`config.mk`:
```
export PLATFORM = sky130hd
export DESIGN_NAME = abw_autobaud_wake
export DESIGN_NICKNAME = d
export VERILOG_FILES = /design/src/rtl/abw_pkg.sv /design/src/rtl/abw_rx_sync.sv /design/src/rtl/abw_wake_mon.sv /design/src/rtl/abw_baud_meas.sv /design/src/rtl/abw_autobaud_wake.sv
export SDC_FILE = /design/constraint.sdc
export NUM_CORES = 1
export LEC_CHECK = 0
export ABC_AREA = 1
export CORE_MARGIN = 2
export CORE_UTILIZATION = 53
export CTS_CLUSTER_DIAMETER = 150
export DETAILED_ROUTE_END_ITERATION = 10
export PLACE_DENSITY = 0.77
export SLEW_MARGIN = 20
export SYNTH_ARGS = -nofsm -noshare
export SYNTH_HDL_FRONTEND = slang
export SYNTH_HIERARCHICAL = 1
export SYNTH_SLANG_ARGS = --single-unit
```
`constraint.sdc`:
```
create_clock -name clk -period 2.6 [get_ports clk]
set_clock_uncertainty 0.15 [all_clocks]
set_input_delay 0.39 -clock clk [delete_from_list [all_inputs] [get_ports clk]]
set_output_delay 0.39 -clock clk [all_outputs]
set_load 0.005 [all_outputs]
```
`src/rtl/abw_pkg.sv`:
```
package abw_pkg;

  typedef enum logic [1:0] {
    MS_IDLE = 2'd0,
    MS_ARM  = 2'd1,
    MS_TIME = 2'd2,
    MS_HOLD = 2'd3
  } meas_state_t;

  typedef enum logic {
    WS_WAIT_FALL = 1'b0,
    WS_WAIT_RISE = 1'b1
  } wake_state_t;

  // Number of falling edges in a 55h sync character (start bit plus four).
  localparam int unsigned SYNC_FALLS = 5;
  // Bit times spanned from the first to the last of those edges.
  localparam int unsigned SYNC_BITS  = 8;

endpackage

```
`src/rtl/abw_rx_sync.sv`:
```
module abw_rx_sync #(
  parameter int unsigned STAGES = 2
) (
  input  logic clk,
  input  logic rst,
  input  logic rx_i,
  output logic level_o,
  output logic fall_o,
  output logic rise_o
);

  logic [STAGES:0] pipe_q;

  always_ff @(posedge clk) begin
    if (rst) pipe_q[0] <= 1'b1;
    else     pipe_q[0] <= rx_i;
  end

  for (genvar g = 1; g <= STAGES; g++) begin : g_stage
    always_ff @(posedge clk) begin
      if (rst) pipe_q[g] <= 1'b1;
      else     pipe_q[g] <= pipe_q[g-1];
    end
  end

  assign level_o = pipe_q[STAGES-1];
  assign fall_o  = pipe_q[STAGES] & ~pipe_q[STAGES-1];
  assign rise_o  = ~pipe_q[STAGES] & pipe_q[STAGES-1];

endmodule

```
`src/rtl/abw_wake_mon.sv`:
```
module abw_wake_mon
  import abw_pkg::*;
(
  input  logic clk,
  input  logic rst,
  input  logic wake_en_i,
  input  logic fall_i,
  input  logic rise_i,
  output logic irq_o,
  output logic clr_o
);

  wake_state_t state_q;
  logic        irq_q, clr_q;

  always_ff @(posedge clk) begin
    if (rst) begin
      state_q <= WS_WAIT_FALL;
      irq_q   <= 1'b0;
      clr_q   <= 1'b0;
    end else begin
      irq_q <= 1'b0;
      clr_q <= 1'b0;
      case (state_q)
        WS_WAIT_FALL: begin
          // clr_q guard: enable is still high for one cycle after the clear
          if (wake_en_i && !clr_q && fall_i) begin
            irq_q   <= 1'b1;
            state_q <= WS_WAIT_RISE;
          end
        end
        WS_WAIT_RISE: begin
          if (!wake_en_i) begin
            state_q <= WS_WAIT_FALL;
          end else if (rise_i) begin
            clr_q   <= 1'b1;
            state_q <= WS_WAIT_FALL;
          end
        end
        default: state_q <= WS_WAIT_FALL;
      endcase
    end
  end

  assign irq_o = irq_q;
  assign clr_o = clr_q;

  // interrupt is a single-cycle pulse
  p_irq_single_r2: assert property (@(posedge clk) disable iff (rst)
    irq_q |=> !irq_q);

  // enable clear is a single-cycle pulse and never coincides with the interrupt
  p_clr_single_r3: assert property (@(posedge clk) disable iff (rst)
    clr_q |=> !clr_q);
  p_clr_not_irq_r3: assert property (@(posedge clk) disable iff (rst)
    clr_q |-> !irq_q);

endmodule

```
`src/rtl/abw_baud_meas.sv`:
```
module abw_baud_meas
  import abw_pkg::*;
#(
  parameter int unsigned   CNT_W     = 20,
  parameter int unsigned   DIV_W     = 16,
  parameter logic [15:0]   DIV_RESET = 16'd0,
  parameter int unsigned   FACTOR_HS = 4,
  parameter int unsigned   FACTOR_LS = 16
) (
  input  logic             clk,
  input  logic             rst,
  input  logic             abd_en_i,
  input  logic             high_speed_i,
  input  logic             fall_i,
  output logic [DIV_W-1:0] div_o,
  output logic             busy_o,
  output logic             clr_o,
  output logic             ovf_o
);

  localparam int unsigned SHIFT_HS = $clog2(SYNC_BITS * FACTOR_HS);
  localparam int unsigned SHIFT_LS = $clog2(SYNC_BITS * FACTOR_LS);
  localparam int unsigned EDGE_W   = $clog2(SYNC_FALLS + 1);
  localparam logic [EDGE_W-1:0] LAST_EDGE = EDGE_W'(SYNC_FALLS - 1);
  localparam logic [CNT_W-1:0]  CNT_MAX   = '1;

  meas_state_t       state_q, state_d;
  logic [CNT_W-1:0]  cnt_q;
  logic [EDGE_W-1:0] edges_q;
  logic [DIV_W-1:0]  div_q;
  logic              busy_q, clr_q, ovf_q;

  logic [CNT_W:0]    total;
  logic [CNT_W:0]    quot;
  logic [DIV_W-1:0]  div_calc;
  logic              finish, overflow;

  assign total    = {1'b0, cnt_q} + 1'b1;
  assign quot     = high_speed_i ? (total >> SHIFT_HS) : (total >> SHIFT_LS);
  assign div_calc = (quot == '0) ? '0 : DIV_W'(quot - 1'b1);

  assign finish   = (state_q == MS_TIME) && abd_en_i && fall_i && (edges_q == LAST_EDGE);
  assign overflow = (state_q == MS_TIME) && abd_en_i && !finish && (cnt_q == CNT_MAX);

  always_comb begin
    state_d = state_q;
    case (state_q)
      MS_IDLE: if (abd_en_i) state_d = MS_ARM;
      MS_ARM: begin
        if (!abd_en_i)   state_d = MS_IDLE;
        else if (fall_i) state_d = MS_TIME;
      end
      MS_TIME: begin
        if (!abd_en_i)               state_d = MS_IDLE;
        else if (finish || overflow) state_d = MS_HOLD;
      end
      MS_HOLD: if (!abd_en_i) state_d = MS_IDLE;
      default: state_d = MS_IDLE;
    endcase
  end

  always_ff @(posedge clk) begin
    if (rst) begin
      state_q <= MS_IDLE;
      cnt_q   <= '0;
      edges_q <= '0;
      div_q   <= DIV_W'(DIV_RESET);
      busy_q  <= 1'b0;
      clr_q   <= 1'b0;
      ovf_q   <= 1'b0;
    end else begin
      state_q <= state_d;
      busy_q  <= (state_d == MS_ARM) || (state_d == MS_TIME);
      clr_q   <= finish || overflow;
      ovf_q   <= overflow;
      if (state_q == MS_ARM && fall_i) begin
        cnt_q   <= '0;
        edges_q <= EDGE_W'(1);
      end else if (state_q == MS_TIME) begin
        cnt_q <= cnt_q + 1'b1;
        if (fall_i) edges_q <= edges_q + 1'b1;
      end
      if (finish) div_q <= div_calc;
    end
  end

  assign div_o  = div_q;
  assign busy_o = busy_q;
  assign clr_o  = clr_q;
  assign ovf_o  = ovf_q;

  // completion clear is a single cycle and busy is already low with it
  p_clr_single_r6: assert property (@(posedge clk) disable iff (rst)
    clr_q |=> !clr_q);
  p_clr_not_busy_r6: assert property (@(posedge clk) disable iff (rst)
    clr_q |-> !busy_q);

  // an overflow leaves the divisor untouched and clears the enable
  p_ovf_keeps_div_r7: assert property (@(posedge clk) disable iff (rst)
    ovf_q |-> $stable(div_q));
  p_ovf_with_clr_r7: assert property (@(posedge clk) disable iff (rst)
    ovf_q |-> clr_q);

  // the divisor can only change at a clear pulse
  p_div_moves_at_end_r4: assert property (@(posedge clk) disable iff (rst)
    !clr_q |-> $stable(div_q));

endmodule

```
`src/rtl/abw_autobaud_wake.sv`:
```
module abw_autobaud_wake #(
  parameter int unsigned SYNC_STAGES = 2,
  parameter int unsigned CNT_W       = 20,
  parameter int unsigned DIV_W       = 16,
  parameter logic [15:0] DIV_RESET   = 16'd0
) (
  input  logic             clk,
  input  logic             rst,
  input  logic             rx_i,
  input  logic             wake_en_i,
  input  logic             abd_en_i,
  input  logic             high_speed_i,
  output logic             wake_irq_o,
  output logic             wake_en_clr_o,
  output logic             abd_en_clr_o,
  output logic             abd_busy_o,
  output logic             abd_ovf_o,
  output logic [DIV_W-1:0] baud_div_o
);

  logic rx_level, rx_fall, rx_rise;

  abw_rx_sync #(.STAGES(SYNC_STAGES)) u_sync (
    .clk     (clk),
    .rst     (rst),
    .rx_i    (rx_i),
    .level_o (rx_level),
    .fall_o  (rx_fall),
    .rise_o  (rx_rise)
  );

  abw_wake_mon u_wake (
    .clk       (clk),
    .rst       (rst),
    .wake_en_i (wake_en_i),
    .fall_i    (rx_fall),
    .rise_i    (rx_rise),
    .irq_o     (wake_irq_o),
    .clr_o     (wake_en_clr_o)
  );

  // The same falling-edge strobe feeds both units, so a wake edge seen
  // while auto-baud is armed is also the start of timing.
  abw_baud_meas #(
    .CNT_W     (CNT_W),
    .DIV_W     (DIV_W),
    .DIV_RESET (DIV_RESET)
  ) u_meas (
    .clk          (clk),
    .rst          (rst),
    .abd_en_i     (abd_en_i),
    .high_speed_i (high_speed_i),
    .fall_i       (rx_fall),
    .div_o        (baud_div_o),
    .busy_o       (abd_busy_o),
    .clr_o        (abd_en_clr_o),
    .ovf_o        (abd_ovf_o)
  );

  // the wake-enable clear only follows a line that has gone high
  p_wake_clr_after_high_r3: assert property (@(posedge clk) disable iff (rst)
    wake_en_clr_o |-> $past(rx_level));

  // overflow pulse is a single cycle
  p_ovf_single_r7: assert property (@(posedge clk) disable iff (rst)
    abd_ovf_o |=> !abd_ovf_o);

endmodule

```
==> flow_summary.rst <==
.. list-table::
   :header-rows: 1

   * - Metric
     - Value
   * - Status
     - finished clean
   * - Core footprint
     - 5990 µm²
   * - Hold buffer count at cts
     - 0
   * - CTS tree
     - yes
   * - Number of synthesized flops with an enable pin
     - 0
   * - Post-route antenna net violation count
     - 0
   * - Most instantiated cells after synthesis
     - 137 x sky130_fd_sc_hd__nand2_1, 66 x sky130_fd_sc_hd__inv_1, 55 x sky130_fd_sc_hd__nand3_1, 50 x sky130_fd_sc_hd__dfxtp_1, 46 x sky130_fd_sc_hd__nor2_1
   * - Die footprint
     - 6940 µm²
   * - Final Hold Violating Endpoints
     - 0
   * - Share of power burned in combinational logic
     - 12.3%
   * - Top cell family by delay on the critical path
     - simple AND/OR/NAND/NOR gates
   * - Count of standard-cell rows
     - 28
   * - Cell repeated most along the worst path
     - sky130_fd_sc_hd__nand2_2
   * - HP Class
     - reg -> reg
   * - Vertical extent of the die
     - 83.3 µm
   * - Number of failing setup endpoints in the final timing report
     - 0
   * - Pins over their slew limit
     - 0
   * - Post-layout instance area
     - 3860 µm²
   * - Buffer type at the clock tree root
     - sky130_fd_sc_hd__clkbuf_8
   * - Number of global-route vias before repair
     - 3139
   * - Worst reg2reg path endpoint
     - u_meas/div_o[10]$_SDFFE_PP0P_
   * - Diodes inserted
     - 0
   * - Largest fanout on the critical path
     - 7
   * - Hold Path Depth
     - 2
   * - Actual slew at the worst max-slew pin
     - 685 ps
   * - Post-synthesis instance total
     - 521
   * - Non-filler instance count after layout
     - 632
   * - Starting utilization of the core area
     - 55.6%
   * - Count of buffering cells on the critical path with inverters included
     - 1
   * - Slowest CP cell
     - sky130_fd_sc_hd__dfxtp_1
   * - DP Cell Count
     - 620
   * - Maximum single-stage delay on the critical path
     - 350 ps
   * - Clock sink count
     - 50
   * - WP data required
     - 2700 ps
   * - Cell type with the largest total area after synthesis
     - sky130_fd_sc_hd__dfxtp_1
   * - Netlist area before placement
     - 3330 µm²
   * - Internal power summed over all cells
     - 1020 µW
   * - Top sig layer
     - met4
   * - Largest net degree at the start of global routing
     - 26
   * - Total power
     - 1420 µW
   * - Top-level I/O count
     - 27
   * - Hpwl dp
     - 6090 µm
   * - Switching power as a share of total power
     - 27.8%
   * - Leakage power summed over all cells
     - 0.00172 µW
   * - Synth Register Bits
     - 50
   * - Max_slew headroom
     - 54.3%
   * - Dominant combinational cell family by area after synthesis
     - simple AND/OR/NAND/NOR gates
   * - Compound-cell area share of the yosys netlist
     - 10.9%
   * - Synthesis-to-layout area growth
     - 15.8%
   * - Post-DR wirelength/cell
     - 12.7 µm
   * - H-tree level count
     - 2
   * - Met3 routed WL
     - 343 µm
   * - Top-count cell post-synth
     - sky130_fd_sc_hd__nand2_1
   * - Post-synthesis share of cell area spent on full adders, half adders and majority gates
     - 1.88%
   * - Sequential area share after synthesis
     - 30.0%
   * - Maximum capacitance violations
     - 0
   * - Vias post-DR
     - 3393
   * - Number of fill cells
     - 545
   * - WP data arrival
     - 2490 ps
   * - Routability congestion estimate
     - 0.906
   * - Power density normalized to cell area
     - 368 nW/µm²
   * - Startpoint of the most critical register-to-register path
     - u_meas/cnt_q[0]$_SDFFE_PP0N_
   * - Number of nets in the synthesized netlist
     - 532
   * - Area taken by flip-flops and latches
     - 1010 µm²
   * - Leading cell types by total area after synthesis
     - sky130_fd_sc_hd__dfxtp_1 30%, sky130_fd_sc_hd__nand2_1 15%, sky130_fd_sc_hd__nand3_1 8.3%
   * - Global-route wire length before repair
     - 13800 µm
   * - DR pass1 iterations
     - 5
   * - Area share of the largest cell type after synthesis
     - 30.0%
   * - Total congestion overflow after global routing
     - 0
   * - Avg Cell Area, Syn
     - 6.40 µm²
   * - Hold path startpoint
     - u_sync/pipe_q[0]$_SDFF_PP1_
   * - Worst IR Drop VDD
     - 0.277 mV
   * - CTS Buffer Depth
     - 2
   * - CP startpoint kind
     - flop
   * - Instance area at placement
     - 3720 µm²
   * - Portion of total power attributed to sequential cells
     - 54.8%
   * - Count of yosys warnings during synthesis
     - 6
   * - Post-synthesis mux area share
     - 0%
   * - Cell breakdown of the critical path
     - ha_2 > nand3_2 > inv_2 > nand2_2 > nand2_2 > nand3_1 > nand2_2 > ha_1 > nand4_1 > nor2_4 > nand2_1 > xor2_1 > nand2_2 > a21oi_2
   * - Portion of total power attributed to the clock network
     - 32.9%
   * - Initial detailed-routing violation count
     - 180
   * - Share of layout cells above drive strength 1
     - 18.7%
   * - Met2 WL
     - 3920 µm
   * - Maximum frequency from static timing analysis
     - 418 MHz
   * - Vias/cell
     - 5.37
   * - Time the final worst path needs with I/O delays and setup
     - 2390 ps
   * - Synth cell types
     - 33
   * - Synth async-reset ratio
     - 0%
   * - Primary FF master, synth
     - sky130_fd_sc_hd__dfxtp_1
   * - RSZ-0062 raised after global routing
     - yes
   * - Wire length on met1
     - 3650 µm
   * - Xor/xnor share of the synthesized area
     - 2.63%
   * - Reg2Reg Setup Slack
     - 210 ps
   * - Reported net switching power
     - 395 µW
   * - Number of remaining DRC errors
     - 0
   * - Synthesized-area fraction occupied by and/or/nand/nor cells
     - 44.8%
   * - CTS Buf Count
     - 5
   * - Total routing resource utilization after global routing
     - 23.7%
   * - Post-Route WL
     - 8040 µm
   * - Initial antenna violation count
     - 0
   * - Reg2Reg Depth
     - 14
   * - Area taken by multi-input logic gates
     - 2020 µm²
   * - Post-route setup TNS
     - 0 ps
   * - Worst skew pair latency
     - 310 ps
   * - Die span in x
     - 83.3 µm
   * - Worst-case hold path end point
     - u_sync/level_o$_SDFF_PP1_
   * - Critical Path Sink Type
     - flop
   * - Count of nets after finishing
     - 567
   * - Clock input transition at the sequential cells of the worst setup and hold paths
     - 100 ps
   * - Final critical-path share of the clock period
     - 92.0%
   * - Count of buffers from port buffering
     - 26
   * - Setup CP Type
     - reg -> reg
-- cells by family after synthesis --
| group | count (synthesis) |
|---|---|
| and+or+nand+nor | 313 |
| DFF | 50 |
| buffers and inverters | 83 |
| xor gates and xnor gates | 10 |
| AOI/OAI and AO/OA | 60 |
| adders and majority gates | 5 |
-- metrics by stage --
step                util [%]  setup slack (ps)  hold WS [ps]
floorplan                  -              89.6           237
global placement        62.0               113           243
detailed placement      62.0              59.0           263
CTS                     63.5              52.9           288
global route            64.4             -8.59           316
finish                  64.4               207           283
-- worst min-delay path: stages (launching register included) --
cell	delay [ps]
sky130_fd_sc_hd__dfxtp_1	320
sky130_fd_sc_hd__inv_1	40
sky130_fd_sc_hd__nand2_1	50
-- sequential cells by signal, indices dropped and copies added (netlist names) --
name            cells
u_meas/ovf_o        1
u_meas/cnt_q       20
u_meas/div_o       16
u_wake/clr_o        1
u_sync/pipe_q       2
u_meas/state_q      2
u_sync/level_o      1
u_wake/state_q      1
u_meas/busy_o       1
u_wake/irq_o        1
u_meas/edges_q      3
u_meas/clr_o        1
-- power by group through the flow --
stage                     registers [µW]  clock network, µW  logic, µW
final                                778                466        175
after global routing                 779                503        195
after CTS                            778                482        170
after detailed placement             796                  0        169
after global placement               796                  0        165
after floorplan                      795                  0        121
-- layout by cell type, fill, tap and decap left out, drive strengths merged --
cell	n
nand2	166
inv	72
nor2	65
nand3	60
dfxtp	50
a21oi	30
clkdlybuf4s50	26
o21ai	22
buf	14
nand4	13
xor2	8
clkbuf	5
ha	5
nor3	4
o211ai	4
clkinv	2
nand3b	2
a211oi	2
xnor2	2
a21boi	1
and2	1
nor4	1
o311ai	1
or2	1
-- worst max-delay path by stage --
| stage | slack (ps) | endpoint | cells after the start | start |
|---|---|---|---|---|
| 2_1_floorplan | 90 | u_meas/div_o[10]$_SDFFE_PP0P_ | 17 | u_meas/cnt_q[0]$_SDFFE_PP0N_ |
| 3_3_place_gp | 110 | u_meas/div_o[13]$_SDFFE_PP0P_ | 13 | high_speed_i |
| 3_5_place_dp | 60 | u_meas/div_o[13]$_SDFFE_PP0P_ | 13 | high_speed_i |
| 4_1_cts | 50 | u_meas/div_o[13]$_SDFFE_PP0P_ | 16 | u_meas/cnt_q[0]$_SDFFE_PP0N_ |
| 5_1_grt | -9 | u_meas/div_o[13]$_SDFFE_PP0P_ | 16 | u_meas/cnt_q[0]$_SDFFE_PP0N_ |
| 6_report | 210 | u_meas/div_o[10]$_SDFFE_PP0P_ | 14 | u_meas/cnt_q[0]$_SDFFE_PP0N_ |
-- cell type report --
cell class | instances | area share (%)
well taps | 75 | 2.43
inverters | 71 | 6.97
clock inverters | 3 | 0.486
repair buffers | 40 | 9.79
multi-input cells | 388 | 52.5
clock buffers | 5 | 1.78
flip-flops and latches | 50 | 26.1
-- layer usage --
metal | vias to the layer above | track usage (%)
li1 | 1737 | -
met1 | 1555 | 30.4
met2 | 89 | 40.8
met3 | 12 | 3.58
met4 | 0 | 7.60
met5 | - | 0
-- timing repair --
action                                 in CTS  in global routing
gates resized for setup                     0                 15
buffers inserted                            0                  4
setup endpoints to repair                   0                 16
endpoints found under the hold margin       0                  0
(Power assumes the default switching activity.)
